[src/rtl/alarm_cw_pkg.sv]
package alarm_cw_pkg;
  localparam int CW_LEN   = 16;
  localparam int PAY_W    = 6;
  localparam int PRE_ONES = CW_LEN - PAY_W - 2;

  typedef logic [CW_LEN-1:0] win_t;
  typedef logic [PAY_W-1:0]  pay_t;
  typedef enum logic [1:0] {ST_SEARCH, ST_TRACK, ST_VALID} trk_state_e;

  // window bit CW_LEN-1 is the oldest accepted bit
  function automatic logic cw_match(win_t w);
    logic ok;
    ok = 1'b1;
    for (int i = 0; i < PRE_ONES; i++) ok &= w[CW_LEN-1-i];
    ok &= ~w[PAY_W+1];
    ok &= ~w[0];
    return ok;
  endfunction

  // first received payload bit lands in bit 0
  function automatic pay_t cw_payload(win_t w);
    pay_t p;
    for (int k = 0; k < PAY_W; k++) p[k] = w[PAY_W-k];
    return p;
  endfunction
endpackage

[src/rtl/alarm_cw_window.sv]
module alarm_cw_window
  import alarm_cw_pkg::*;
(
  input  logic clk,
  input  logic rst_n,
  input  logic bit_en,
  input  logic bit_in,
  output win_t win_next
);
  logic [CW_LEN-2:0] hist_q;

  assign win_next = {hist_q, bit_in};

  always_ff @(posedge clk) begin
    if (!rst_n)      hist_q <= '1;
    else if (bit_en) hist_q <= win_next[CW_LEN-2:0];
  end
endmodule

[src/rtl/alarm_cw_track.sv]
module alarm_cw_track
  import alarm_cw_pkg::*;
#(
  parameter int VALID_HITS  = 3,
  parameter int LOSS_MISSES = 2
) (
  input  logic clk,
  input  logic rst_n,
  input  logic bit_en,
  input  win_t win_next,
  output logic val_evt,
  output pay_t val_pay,
  output logic present
);
  localparam int HW   = $clog2(VALID_HITS + 1);
  localparam int MW   = $clog2(LOSS_MISSES + 1);
  localparam int CNTW = $clog2(CW_LEN);

  trk_state_e      st_q, st_d;
  pay_t            cand_q, cand_d;
  logic [HW-1:0]   hits_q, hits_d;
  logic [MW-1:0]   miss_q, miss_d;
  logic [CNTW-1:0] cnt_q, cnt_d;

  logic hit, same, opp, restart;
  pay_t wpay;

  always_comb begin
    hit     = cw_match(win_next);
    wpay    = cw_payload(win_next);
    same    = (wpay == cand_q);
    opp     = bit_en && (st_q != ST_SEARCH) && (cnt_q == CNTW'(CW_LEN-1));
    st_d    = st_q;
    cand_d  = cand_q;
    hits_d  = hits_q;
    miss_d  = miss_q;
    cnt_d   = cnt_q;
    val_evt = 1'b0;
    restart = 1'b0;
    if (bit_en) begin
      if (st_q != ST_SEARCH) cnt_d = opp ? '0 : cnt_q + CNTW'(1);
      unique case (st_q)
        ST_SEARCH: restart = hit;
        ST_TRACK: if (opp) begin
          if (hit && same) begin
            if (hits_q == HW'(VALID_HITS-1)) begin
              st_d    = ST_VALID;
              miss_d  = '0;
              val_evt = 1'b1;
            end else begin
              hits_d = hits_q + HW'(1);
            end
          end else if (hit) begin
            restart = 1'b1;
          end else begin
            st_d = ST_SEARCH;
          end
        end
        ST_VALID: if (opp) begin
          if (hit && same) begin
            miss_d = '0;
          end else if (miss_q == MW'(LOSS_MISSES-1)) begin
            if (hit) restart = 1'b1;
            else     st_d = ST_SEARCH;
          end else begin
            miss_d = miss_q + MW'(1);
          end
        end
        default: st_d = ST_SEARCH;
      endcase
    end
    if (restart) begin
      st_d   = ST_TRACK;
      cand_d = wpay;
      hits_d = HW'(1);
      cnt_d  = '0;
    end
  end

  assign val_pay = wpay;
  assign present = (st_q == ST_VALID);

  always_ff @(posedge clk) begin
    if (!rst_n) begin
      st_q   <= ST_SEARCH;
      cand_q <= '0;
      hits_q <= '0;
      miss_q <= '0;
      cnt_q  <= '0;
    end else begin
      st_q   <= st_d;
      cand_q <= cand_d;
      hits_q <= hits_d;
      miss_q <= miss_d;
      cnt_q  <= cnt_d;
    end
  end
endmodule

[src/rtl/alarm_cw_fifo.sv]
module alarm_cw_fifo #(
  parameter int DEPTH = 4,
  parameter int W     = 6,
  localparam int AW   = (DEPTH > 1) ? $clog2(DEPTH) : 1,
  localparam int CW   = $clog2(DEPTH + 1)
) (
  input  logic          clk,
  input  logic          rst_n,
  input  logic          push,
  input  logic [W-1:0]  push_data,
  input  logic          pop,
  output logic [W-1:0]  head,
  output logic [CW-1:0] count,
  output logic          empty,
  output logic          drop_evt
);
  logic [W-1:0]  mem [DEPTH];
  logic [AW-1:0] wr_q, rd_q;
  logic [CW-1:0] cnt_q;
  logic          full, push_ok, pop_ok;

  function automatic logic [AW-1:0] ptr_inc(logic [AW-1:0] p);
    return (p == AW'(DEPTH-1)) ? '0 : p + AW'(1);
  endfunction

  assign full     = (cnt_q == CW'(DEPTH));
  assign push_ok  = push && !full;
  assign pop_ok   = pop && (cnt_q != '0);
  assign drop_evt = push && full;
  assign head     = mem[rd_q];
  assign count    = cnt_q;
  assign empty    = (cnt_q == '0);

  always_ff @(posedge clk) begin
    if (!rst_n) begin
      wr_q  <= '0;
      rd_q  <= '0;
      cnt_q <= '0;
    end else begin
      if (push_ok) wr_q <= ptr_inc(wr_q);
      if (pop_ok)  rd_q <= ptr_inc(rd_q);
      cnt_q <= cnt_q + CW'(push_ok) - CW'(pop_ok);
    end
  end

  always_ff @(posedge clk) begin
    if (push_ok) mem[wr_q] <= push_data;
  end
endmodule

[src/rtl/alarm_cw_rx.sv]
module alarm_cw_rx
  import alarm_cw_pkg::*;
#(
  parameter int VALID_HITS  = 3,
  parameter int LOSS_MISSES = 2,
  parameter int FIFO_DEPTH  = 4,
  localparam int CW         = $clog2(FIFO_DEPTH + 1)
) (
  input  logic             clk,
  input  logic             rst_n,
  input  logic             bit_en,
  input  logic             bit_in,
  input  logic             rd_pop,
  input  logic             clr_det,
  input  logic             clr_ovf,
  output logic             det_flag,
  output logic             ovf_flag,
  output logic             cw_present,
  output logic [PAY_W-1:0] fifo_data,
  output logic             fifo_empty,
  output logic [CW-1:0]    fifo_count
);
  win_t win_next;
  logic val_evt, drop_evt;
  pay_t val_pay;
  logic det_q, ovf_q;

  alarm_cw_window win_i (
    .clk(clk), .rst_n(rst_n), .bit_en(bit_en), .bit_in(bit_in),
    .win_next(win_next)
  );

  alarm_cw_track #(.VALID_HITS(VALID_HITS), .LOSS_MISSES(LOSS_MISSES)) trk_i (
    .clk(clk), .rst_n(rst_n), .bit_en(bit_en), .win_next(win_next),
    .val_evt(val_evt), .val_pay(val_pay), .present(cw_present)
  );

  alarm_cw_fifo #(.DEPTH(FIFO_DEPTH), .W(PAY_W)) fifo_i (
    .clk(clk), .rst_n(rst_n), .push(val_evt), .push_data(val_pay),
    .pop(rd_pop), .head(fifo_data), .count(fifo_count),
    .empty(fifo_empty), .drop_evt(drop_evt)
  );

  always_ff @(posedge clk) begin
    if (!rst_n) begin
      det_q <= 1'b0;
      ovf_q <= 1'b0;
    end else begin
      det_q <= (det_q & ~clr_det) | val_evt;
      ovf_q <= (ovf_q & ~clr_ovf) | drop_evt;
    end
  end

  assign det_flag = det_q;
  assign ovf_flag = ovf_q;
endmodule

[config.mk]
export PLATFORM = sky130hd
export DESIGN_NAME = alarm_cw_rx
export DESIGN_NICKNAME = d
export VERILOG_FILES = /design/src/rtl/alarm_cw_pkg.sv /design/src/rtl/alarm_cw_window.sv /design/src/rtl/alarm_cw_track.sv /design/src/rtl/alarm_cw_fifo.sv /design/src/rtl/alarm_cw_rx.sv
export SDC_FILE = /design/constraint.sdc
export NUM_CORES = 1
export LEC_CHECK = 0
export BUFFER_PORTS_ARGS = -buffer_cell sky130_fd_sc_hd__buf_4
export CAP_MARGIN = 40
export CORE_MARGIN = 2
export CORE_UTILIZATION = 30
export DETAILED_ROUTE_END_ITERATION = 10
export GPL_TIMING_DRIVEN = 0
export MAX_ROUTING_LAYER = met4
export PLACE_DENSITY = 0.41
export SLEW_MARGIN = 0
export SYNTH_ARGS = -nofsm -noshare
export SYNTH_HDL_FRONTEND = slang
export SYNTH_SLANG_ARGS = --single-unit
[constraint.sdc]
create_clock -name clk -period 5.7 [get_ports clk]
set_clock_uncertainty 0.15 [all_clocks]
set_input_delay 0.57 -clock clk [delete_from_list [all_inputs] [get_ports clk]]
set_output_delay 0.57 -clock clk [all_outputs]
set_load 0.02 [all_outputs]
==> impl_metrics.toml <==
[logic_synthesis]
synth_edf_count = 24
synth.area.top_cells = "dfxtp_1 (29%), edfxtp_1 (25%), mux2i_1 (7.2%)"
synth_most_common_cell = "dfxtp_1"
synth-seq-cells = 66
yosys.area.top_type = "dfxtp_1"
syn-instance-count = 262
ys.flop_type = "dfxtp_1"
synth-async-reset-ratio = 0
ys_warn_count = 0
seq_area_frac_synth = 0.536
synthTopCellsByCount = "dfxtp_1 (42), nand2_1 (35), edfxtp_1 (24), mux2i_1 (21), inv_1 (16)"
mappedNetlistNets = 284
yosysUniqueCellTypes = 39
synth_top_area_frac = 0.289
syn_avg_cell_area_um2 = 11.1
synth_area_um2 = 2910

[min_path]
hp-class = "reg2reg"

[sta]
rsz0062_at_grt = "false"
hold_viol_final = 0
period_minus_slack_ns = 2.86
period_share = 0.502
max_freq_mhz = 349
finalSetupTns_ns = 0
slew_viol_final = 0
worstMarginPinSlew_ns = 0.754
worst_slack_ns = 2.84
maxSlewHeadroom = 0.491
hold-worst-slack_ns = 0.316
finalSetupViolCount = 0

[detailed_routing]
wirelength_mm = 5.41
wl_per_cell_um = 12.7
num_vias = 1887
ant_nets = 0
drt_first_pass_iters = 6
drtIter0Drc = 62
drc_errors = 0
avgViaCountPerCell = 4.45

[global_routing]
grt_antenna_before_repair = 0
grt_usage = 0.119
grt_max_degree = 12
grt_pass1_vias = 1864
grt_first_pass_wirelength_mm = 9.23
gr-total-overflow = 0

[clocking]
cts_sinks = 66
clk_latency_ns = 0.33
cts_setup_buffers = 0
path_clk_slew_ns = 0.07
cts_buffers = 9
holdBufCountCts = 0
htreeDepth = 3
ctsResizeCount = 0
clock-root-buffer = "clkbuf_8"
cts_tree = "done"
cts_buffer_depth = 2

[power]
leakage_nw = 1.25
finalPower_mw = 1.04
cellPowerDensity_nw_per_um2 = 310
ir_worst_vdd_mv = 0.104

[worst_setup_path]
crit_type = "in2reg"
crit_required_ns = 5.78
worstPathMaxFanout = 5
arrival_ns = 2.94
start_kind = "input port"
critPathCaptureType = "register"

[floorplanning]
core_um2 = 9330
fp.dieArea_um2 = 10500
row_count = 35
start_util = 0.312
fp.dieH_um = 103
num_io_pins = 20
die_w_um = 103

[finish]
design_area_um2 = 3370
syn_to_final_growth_pct = 15.5
n_fill_cell = 944
multi_input_area_um2 = 1250
layout.nets = 312
final_core_util = 0.361
drive_gt1_frac = 0.149
layout.cells.non_filler = 424
diodes = 0
seq_area_um2 = 1560

[place]
placed_area_um2 = 3200
dp_slack_ns = 2.46
dp.cells = 408
dp_hpwl_mm = 3.89
io_buffers = 17
gp_congestion = 0.760

[flow_run]
maxCapViolations = 0

[status]
outcome = "finished clean"
-- cell families after synthesis --
family / count (synthesis) / share of synthesized area
xor+xnor: 10 / 0.0301
fa+ha+maj: 15 / 0.0670
compound gates: 29 / 0.0588
flops: 66 / 0.536
mux: 27 / 0.119
buf+inv: 26 / 0.0361
simple gates: 89 / 0.154
-- state kept, by name, indices dropped and copies added (netlist names), named ones only --
| name | count |
|---|---|
| trk_i.hits_q | 2 |
| fifo_i.count | 3 |
| trk_i.cand_q | 6 |
| trk_i.cnt_q | 4 |
| win_i.hist_q | 15 |
| trk_i.st_q | 2 |
| ovf_flag | 1 |
| fifo_i.mem | 24 |
| fifo_i.wr_q | 2 |
| fifo_i.rd_q | 2 |
| trk_i.miss_q | 2 |
| det_flag | 1 |
-- power breakdown --
| group | total [mW] | switching, mW | internal, mW |
|---|---|---|---|
| Clock | 0.330 | 0.173 | 0.157 |
| Combinational | 0.191 | 0.0971 | 0.0936 |
| Sequential | 0.522 | 0.0190 | 0.503 |
| Total | 1.04 | 0.290 | 0.753 |
-- layer usage --
| layer | vias up | routed length, um | global-route usage |
|---|---|---|---|
| li1 | 964 | - | - |
| met1 | 902 | 2680 | 0.147 |
| met2 | 19 | 2520 | 0.187 |
| met3 | 2 | 168 | 0.0427 |
| met4 | 0 | 29 | 0.0308 |
| met5 | - | 0 | - |
-- worst max-delay path: stages --
cell	delay, ns
buf_4	0.11
nand2b_1	0.15
or4_4	0.57
nor4_4	0.33
nand4_1	0.26
inv_2	0.16
ha_1	0.18
fa_1	0.43
and2_1	0.17
-- cell type report --
class | instances | share of cell area
inverter | 18 | 0.0201
timing repair buffer | 17 | 0.0379
multi-input combinational | 170 | 0.371
clock buffer | 11 | 0.0390
clock inverter | 5 | 0.00929
sequential | 66 | 0.464
tap | 129 | 0.0480
buffer | 8 | 0.0112
-- path summary, 6_finish.rpt --
path | depth (start not counted) | end | from | slack (ns)
hold / removal | 2 | trk_i.miss_q[1] | trk_i.miss_q[1] | 0.32
hold reg to reg | 2 | trk_i.miss_q[1] | trk_i.miss_q[1] | 0.32
setup / recovery | 9 | fifo_i.count[1] | bit_in | 2.84
setup reg to reg | 9 | fifo_i.count[1] | trk_i.st_q[0] | 2.86
-- placed cells by master, fill, tap and decap left out, types with 7 or more instances in the layout --
cell type,count
nor3_1,7
clkbuf_1,7
buf_4,19
nand2_1,35
clkbuf_8,9
o21ai_0,9
ha_1,14
a21oi_1,11
nor2_1,13
nand3_1,9
mux2i_1,21
inv_1,16
edfxtp_1,24
dfxtp_1,42
xnor2_1,9
Note: power is estimated with default switching activity, not from simulation.
